==> src/rtl/vperm_pkg.sv <==
package vperm_pkg;

  localparam int OP_W = 6;

  localparam logic [OP_W-1:0] OP_SHUFFLE = 6'd24;
  localparam logic [OP_W-1:0] OP_EXTRACT = 6'd25;

  typedef struct packed {
    logic doShuffle;
    logic doExtract;
    logic pickImm;
    logic badOp;
  } vperm_strobe_t;

endpackage

==> src/rtl/vperm_ctrl.sv <==
module vperm_ctrl
  import vperm_pkg::*;
(
  input  logic            opValid,
  input  logic [OP_W-1:0] opCode,
  input  logic            useImm,
  output vperm_strobe_t   strobes
);

  always_comb begin
    strobes = '0;
    if (opValid) begin
      unique case (opCode)
        OP_SHUFFLE: strobes.doShuffle = 1'b1;
        OP_EXTRACT: begin
          strobes.doExtract = 1'b1;
          strobes.pickImm   = useImm;
        end
        default:    strobes.badOp = 1'b1;
      endcase
    end
  end

endmodule

==> src/rtl/vperm_lane_sel.sv <==
module vperm_lane_sel #(
  parameter int LANES  = 16,
  parameter int ELEM_W = 32,
  localparam int IDX_W = $clog2(LANES)
) (
  input  logic [LANES*ELEM_W-1:0] srcFlat,
  input  logic [IDX_W-1:0]        sel,
  output logic [ELEM_W-1:0]       elem
);

  logic [ELEM_W-1:0] laneArr [LANES];

  for (genvar g = 0; g < LANES; g++) begin : g_unpack
    assign laneArr[g] = srcFlat[g*ELEM_W +: ELEM_W];
  end

  always_comb elem = laneArr[sel];

endmodule

==> src/rtl/vperm_dpath.sv <==
module vperm_dpath
  import vperm_pkg::*;
#(
  parameter int LANES  = 16,
  parameter int ELEM_W = 32,
  parameter int IMM_W  = 9,
  localparam int IDX_W = $clog2(LANES),
  localparam int VEC_W = LANES * ELEM_W
) (
  input  vperm_strobe_t     strobes,
  input  logic [VEC_W-1:0]  srcVec,
  input  logic [VEC_W-1:0]  idxVec,
  input  logic [ELEM_W-1:0] idxScalar,
  input  logic [IMM_W-1:0]  idxImm,
  output logic [VEC_W-1:0]  shufVec,
  output logic [ELEM_W-1:0] extElem
);

  logic [VEC_W-1:0]  rawShuf;
  logic [IDX_W-1:0]  extSel;
  logic [ELEM_W-1:0] rawExt;

  // one independent lane selector per output lane
  for (genvar i = 0; i < LANES; i++) begin : g_lane
    vperm_lane_sel #(.LANES(LANES), .ELEM_W(ELEM_W)) sel_i (
      .srcFlat (srcVec),
      .sel     (idxVec[i*ELEM_W +: IDX_W]),
      .elem    (rawShuf[i*ELEM_W +: ELEM_W])
    );
  end

  always_comb extSel = strobes.pickImm ? idxImm[IDX_W-1:0] : idxScalar[IDX_W-1:0];

  vperm_lane_sel #(.LANES(LANES), .ELEM_W(ELEM_W)) ext_i (
    .srcFlat (srcVec),
    .sel     (extSel),
    .elem    (rawExt)
  );

  always_comb begin
    shufVec = strobes.doShuffle ? rawShuf : '0;
    extElem = strobes.doExtract ? rawExt  : '0;
  end

endmodule

==> src/rtl/vperm_unit.sv <==
module vperm_unit
  import vperm_pkg::*;
#(
  parameter int LANES  = 16,
  parameter int ELEM_W = 32,
  parameter int IMM_W  = 9,
  localparam int VEC_W = LANES * ELEM_W
) (
  input  logic              clk,
  input  logic              rstN,
  input  logic              opValid,
  input  logic [OP_W-1:0]   opCode,
  input  logic              useImm,
  input  logic [VEC_W-1:0]  srcVec,
  input  logic [VEC_W-1:0]  idxVec,
  input  logic [ELEM_W-1:0] idxScalar,
  input  logic [IMM_W-1:0]  idxImm,
  output logic              resValid,
  output logic [VEC_W-1:0]  resVec,
  output logic [ELEM_W-1:0] resScalar,
  output logic              resErr
);

  vperm_strobe_t     strobes;
  logic [VEC_W-1:0]  shufVec;
  logic [ELEM_W-1:0] extElem;

  vperm_ctrl ctrl_i (
    .opValid (opValid),
    .opCode  (opCode),
    .useImm  (useImm),
    .strobes (strobes)
  );

  vperm_dpath #(.LANES(LANES), .ELEM_W(ELEM_W), .IMM_W(IMM_W)) dpath_i (
    .strobes   (strobes),
    .srcVec    (srcVec),
    .idxVec    (idxVec),
    .idxScalar (idxScalar),
    .idxImm    (idxImm),
    .shufVec   (shufVec),
    .extElem   (extElem)
  );

  always_ff @(posedge clk or negedge rstN) begin
    if (!rstN) begin
      resValid  <= 1'b0;
      resVec    <= '0;
      resScalar <= '0;
      resErr    <= 1'b0;
    end else begin
      resValid  <= opValid;
      resVec    <= shufVec;
      resScalar <= extElem;
      resErr    <= strobes.badOp;
    end
  end

endmodule

==> config.mk <==
export PLATFORM = sky130hd
export DESIGN_NAME = vperm_unit
export DESIGN_NICKNAME = d
export VERILOG_FILES = /design/src/rtl/vperm_pkg.sv /design/src/rtl/vperm_ctrl.sv /design/src/rtl/vperm_lane_sel.sv /design/src/rtl/vperm_dpath.sv /design/src/rtl/vperm_unit.sv
export SDC_FILE = /design/constraint.sdc
export NUM_CORES = 2
export LEC_CHECK = 0
export BUFFER_PORTS_ARGS = -buffer_cell sky130_fd_sc_hd__buf_2
export CAP_MARGIN = 40
export CORE_AREA = 5 5 623 625
export CTS_CLUSTER_SIZE = 25
export DETAILED_ROUTE_END_ITERATION = 10
export DIE_AREA = 0 0 628 630
export PLACE_DENSITY = 0.49
export RECOVER_POWER = 25
export SETUP_SLACK_MARGIN = 0.3
export SYNTH_ARGS = -nofsm -noshare
export SYNTH_HDL_FRONTEND = slang
export SYNTH_SLANG_ARGS = --single-unit
==> constraint.sdc <==
create_clock -name clk -period 0.9 [get_ports clk]
set_input_delay 0.18 -clock clk [delete_from_list [all_inputs] [get_ports clk]]
set_output_delay 0.18 -clock clk [all_outputs]
set_load 0.02 [all_outputs]
==> summary.md <==
| Metric | Value |
|---|---|
| Syn Inst Count | `5753` |
| Pre-Repair DR Iteration Count | `6` |
| Max Slew Vio Count | `0` |
| Die span in x | `628 µm` |
| CP Launch Type | `flip-flop` |
| Number of remaining DRC errors | `0` |
| Worst Setup End Kind | `output pin` |
| Top Metal Used | `met5` |
| IO Pins | `1621` |
| TritonCTS clock tree | `built` |
| CTS H-Tree Depth | `3` |
| Most frequent cells in the layout | `2624 x mux4_2, 1587 x buf_4, 655 x buf_12` |
| DR iter-0 viols | `14200` |
| Sequential area share after synthesis | `0.159` |
| Final Hold Fails | `3` |
| DR vias | `87200` |
| Max-Cap Viols | `0` |
| Nets | `between 9000 and 10000` |
| Clk root buf | `clkbuf_16` |
| RePlAce Congestion | `0.974` |
| Post-Route WL | `638 mm` |
| Core area | `0.381 mm²` |
| Num rows | `227` |
| Global route overflow | `0` |
| Initial antenna violation count | `209` |
| DRT met1 WL | `222 mm` |
| CTS max path bufs | `4` |
| Port bufs | `~1100` |
| PnR worst setup slack | `-0.957 ns` |
| Vias in the first global route | `86100` |
| Peak Freq | `539 MHz` |
| RSZ-0062 raised after global routing | `true` |
| Worst-Margin Slew | `0.769 ns` |
| Post-Place Setup Slack | `-2.10 ns` |
| Failing checks | `negative hold slack, negative setup slack` |
| Hold Path Depth | `4` |
| Setup violations, final | `between 1000 and 1500` |
| Hold/Removal Path Class | `in2reg` |
| Mean Syn Cell Area | `15.0 µm²` |
| Antenna-violating nets left | `0` |
| P per Cell Area | `918 mW/mm²` |
| Area Overhead vs Synth | `53.6%` |
| Tmin final | `1.86 ns` |
| First-pass GRT wire length | `836 mm` |
| FF+latch count, synth | `roughly 550` |
| EDFF count, synth | `0` |
| WL per Instance | `47.8 µm` |
| DIE HEIGHT | `roughly 630 µm` |
| Setup CP Type | `reg2out` |
| CP required | `slightly above 0.7 ns` |
| Max-slew headroom | `0.487` |
| Cell variety after synth | `51` |
| Die ar. | `a little under 0.4 mm²` |
| Routed vias/inst | `6.53` |
| Final hold slack | `-0.0834 ns` |
| Final Core Density | `0.347` |
| Worst vdd ir | `1280 µV` |
| Cell area after synthesis | `0.0861 mm²` |
| Main synth FF type | `dfrtp_1` |
| Worst-path fanout max | `1` |
| CP Data Arrival Time | `1.68 ns` |
| Met2 routed WL | `about 260 mm` |
| Pin count of the biggest net entering global routing | `53` |
| DP HPWL | `477 mm` |
| Tcrit/Tclk final | `2.06` |
| Post-synth ARST share | `1.00` |
| Post-synth net total | `6828` |
| Synth warn | `0` |
| Layout cells sized above 1 | `0.843` |
| Num CTS Buffers | `80` |
| Clock transition at path regs | `0.06 ns` |
| Most common cell after layout, fill and taps aside | `mux4_2` |
| Initial Util | `0.226` |
| Leakage power | `slightly above 50 nW` |
| Sink Count | `546` |
| Status | `finished with violations` |
| GRT Total Usage | `0.309` |
| Met3 WL | `101 mm` |
==> through the flow <==
step                      hold WS, ns  instances  setup TNS [ns]  power [mW]  instance area (µm²)
after detailed placement        0.257      12900         -931.94        84.4               118000
final                         -0.0834      13300         -825.54         121               132000
after global routing           -0.107      13300         -831.14         124               132000
after global placement          0.263      12900         -945.76        83.4               118000
after floorplan                -0.116       5753         -435.93        58.8                90100
after CTS                      -0.149      13200         -861.59         119               126000
==> flip-flops by register name, indices dropped and copies added, names as in the netlist <==
signal,count
resVec,512
resScalar,32
resErr,1
resValid,1
==> final cells by class <==
type	count	area, µm²
multi-input cells	3938	71100
repair buffers	3545	38200
clock inverters	37	419
flip-flops and latches	546	13800
clock buffers	97	2170
diodes	113	283
well taps	5038	6300
fillers	36500	249000
inverters	31	116
==> power by group <==
part	internal, mW	switching, mW	total [mW]
sequential	24.7	0.105	24.8
clock	18.7	14.5	33.2
combinational	32.9	30.6	63.5
==> worst paths after layout <==
check | start | endpoint | slack [ns]
worst min-delay path | opCode[1] | resErr | -0.08
min in group asynchronous | rstN | resVec[402] | 0.15
worst max-delay path | resScalar[20] | resScalar[20] | -0.96
max in group asynchronous | rstN | resVec[421] | -0.41
==> per-layer routing <==
layer / vias to the layer above / GRT usage
met1: 46300 / 0.377
li1: 29800 / -
met3: 1919 / 0.151
met5: - / 0
met4: 86 / 0.188
met2: 9097 / 0.435
==> cells in the mapped netlist (31+ instances only) <==
| master | instances | area, µm² |
|---|---|---|
| a22oi_1 | 31 | 233 |
| nand3_1 | 71 | 355 |
| mux2i_1 | 129 | 1290 |
| buf_2 | 256 | 1280 |
| dfrtp_1 | 546 | 13700 |
| a21oi_1 | 59 | 295 |
| a221oi_1 | 47 | 412 |
| nand2_1 | 208 | 781 |
| mux4_2 | 2624 | 59100 |
| clkbuf_1 | 949 | 3560 |
| inv_1 | 31 | 116 |
| nor2b_1 | 515 | 3220 |
| o21ai_0 | 102 | 510 |
==> cells by family after synthesis <==
family          Yosys count  share of synthesized area
flops                   546                      0.159
mux                    2756                      0.701
compound gates          327                     0.0256
simple gates            855                     0.0549
buf+inv                1269                     0.0595
==> worst max-delay path, cell delays in order, from the launching register on <==
cell,delay [ns]
dfrtp_2,0.47
buf_12,0.17
buf_12,0.15
==> what timing repair did <==
item | 4_1_cts | 5_1_grt
pin swaps | 50 | 69
hold endpoints to repair | 555 | 550
hold buffers | 6 | 1
resized for setup | 801 | 1547
buffers inserted | 72 | 35
cloned | 49 | 28
setup endpoints to repair | 1091 | 1486
Note: power is estimated with default switching activity, not from simulation.
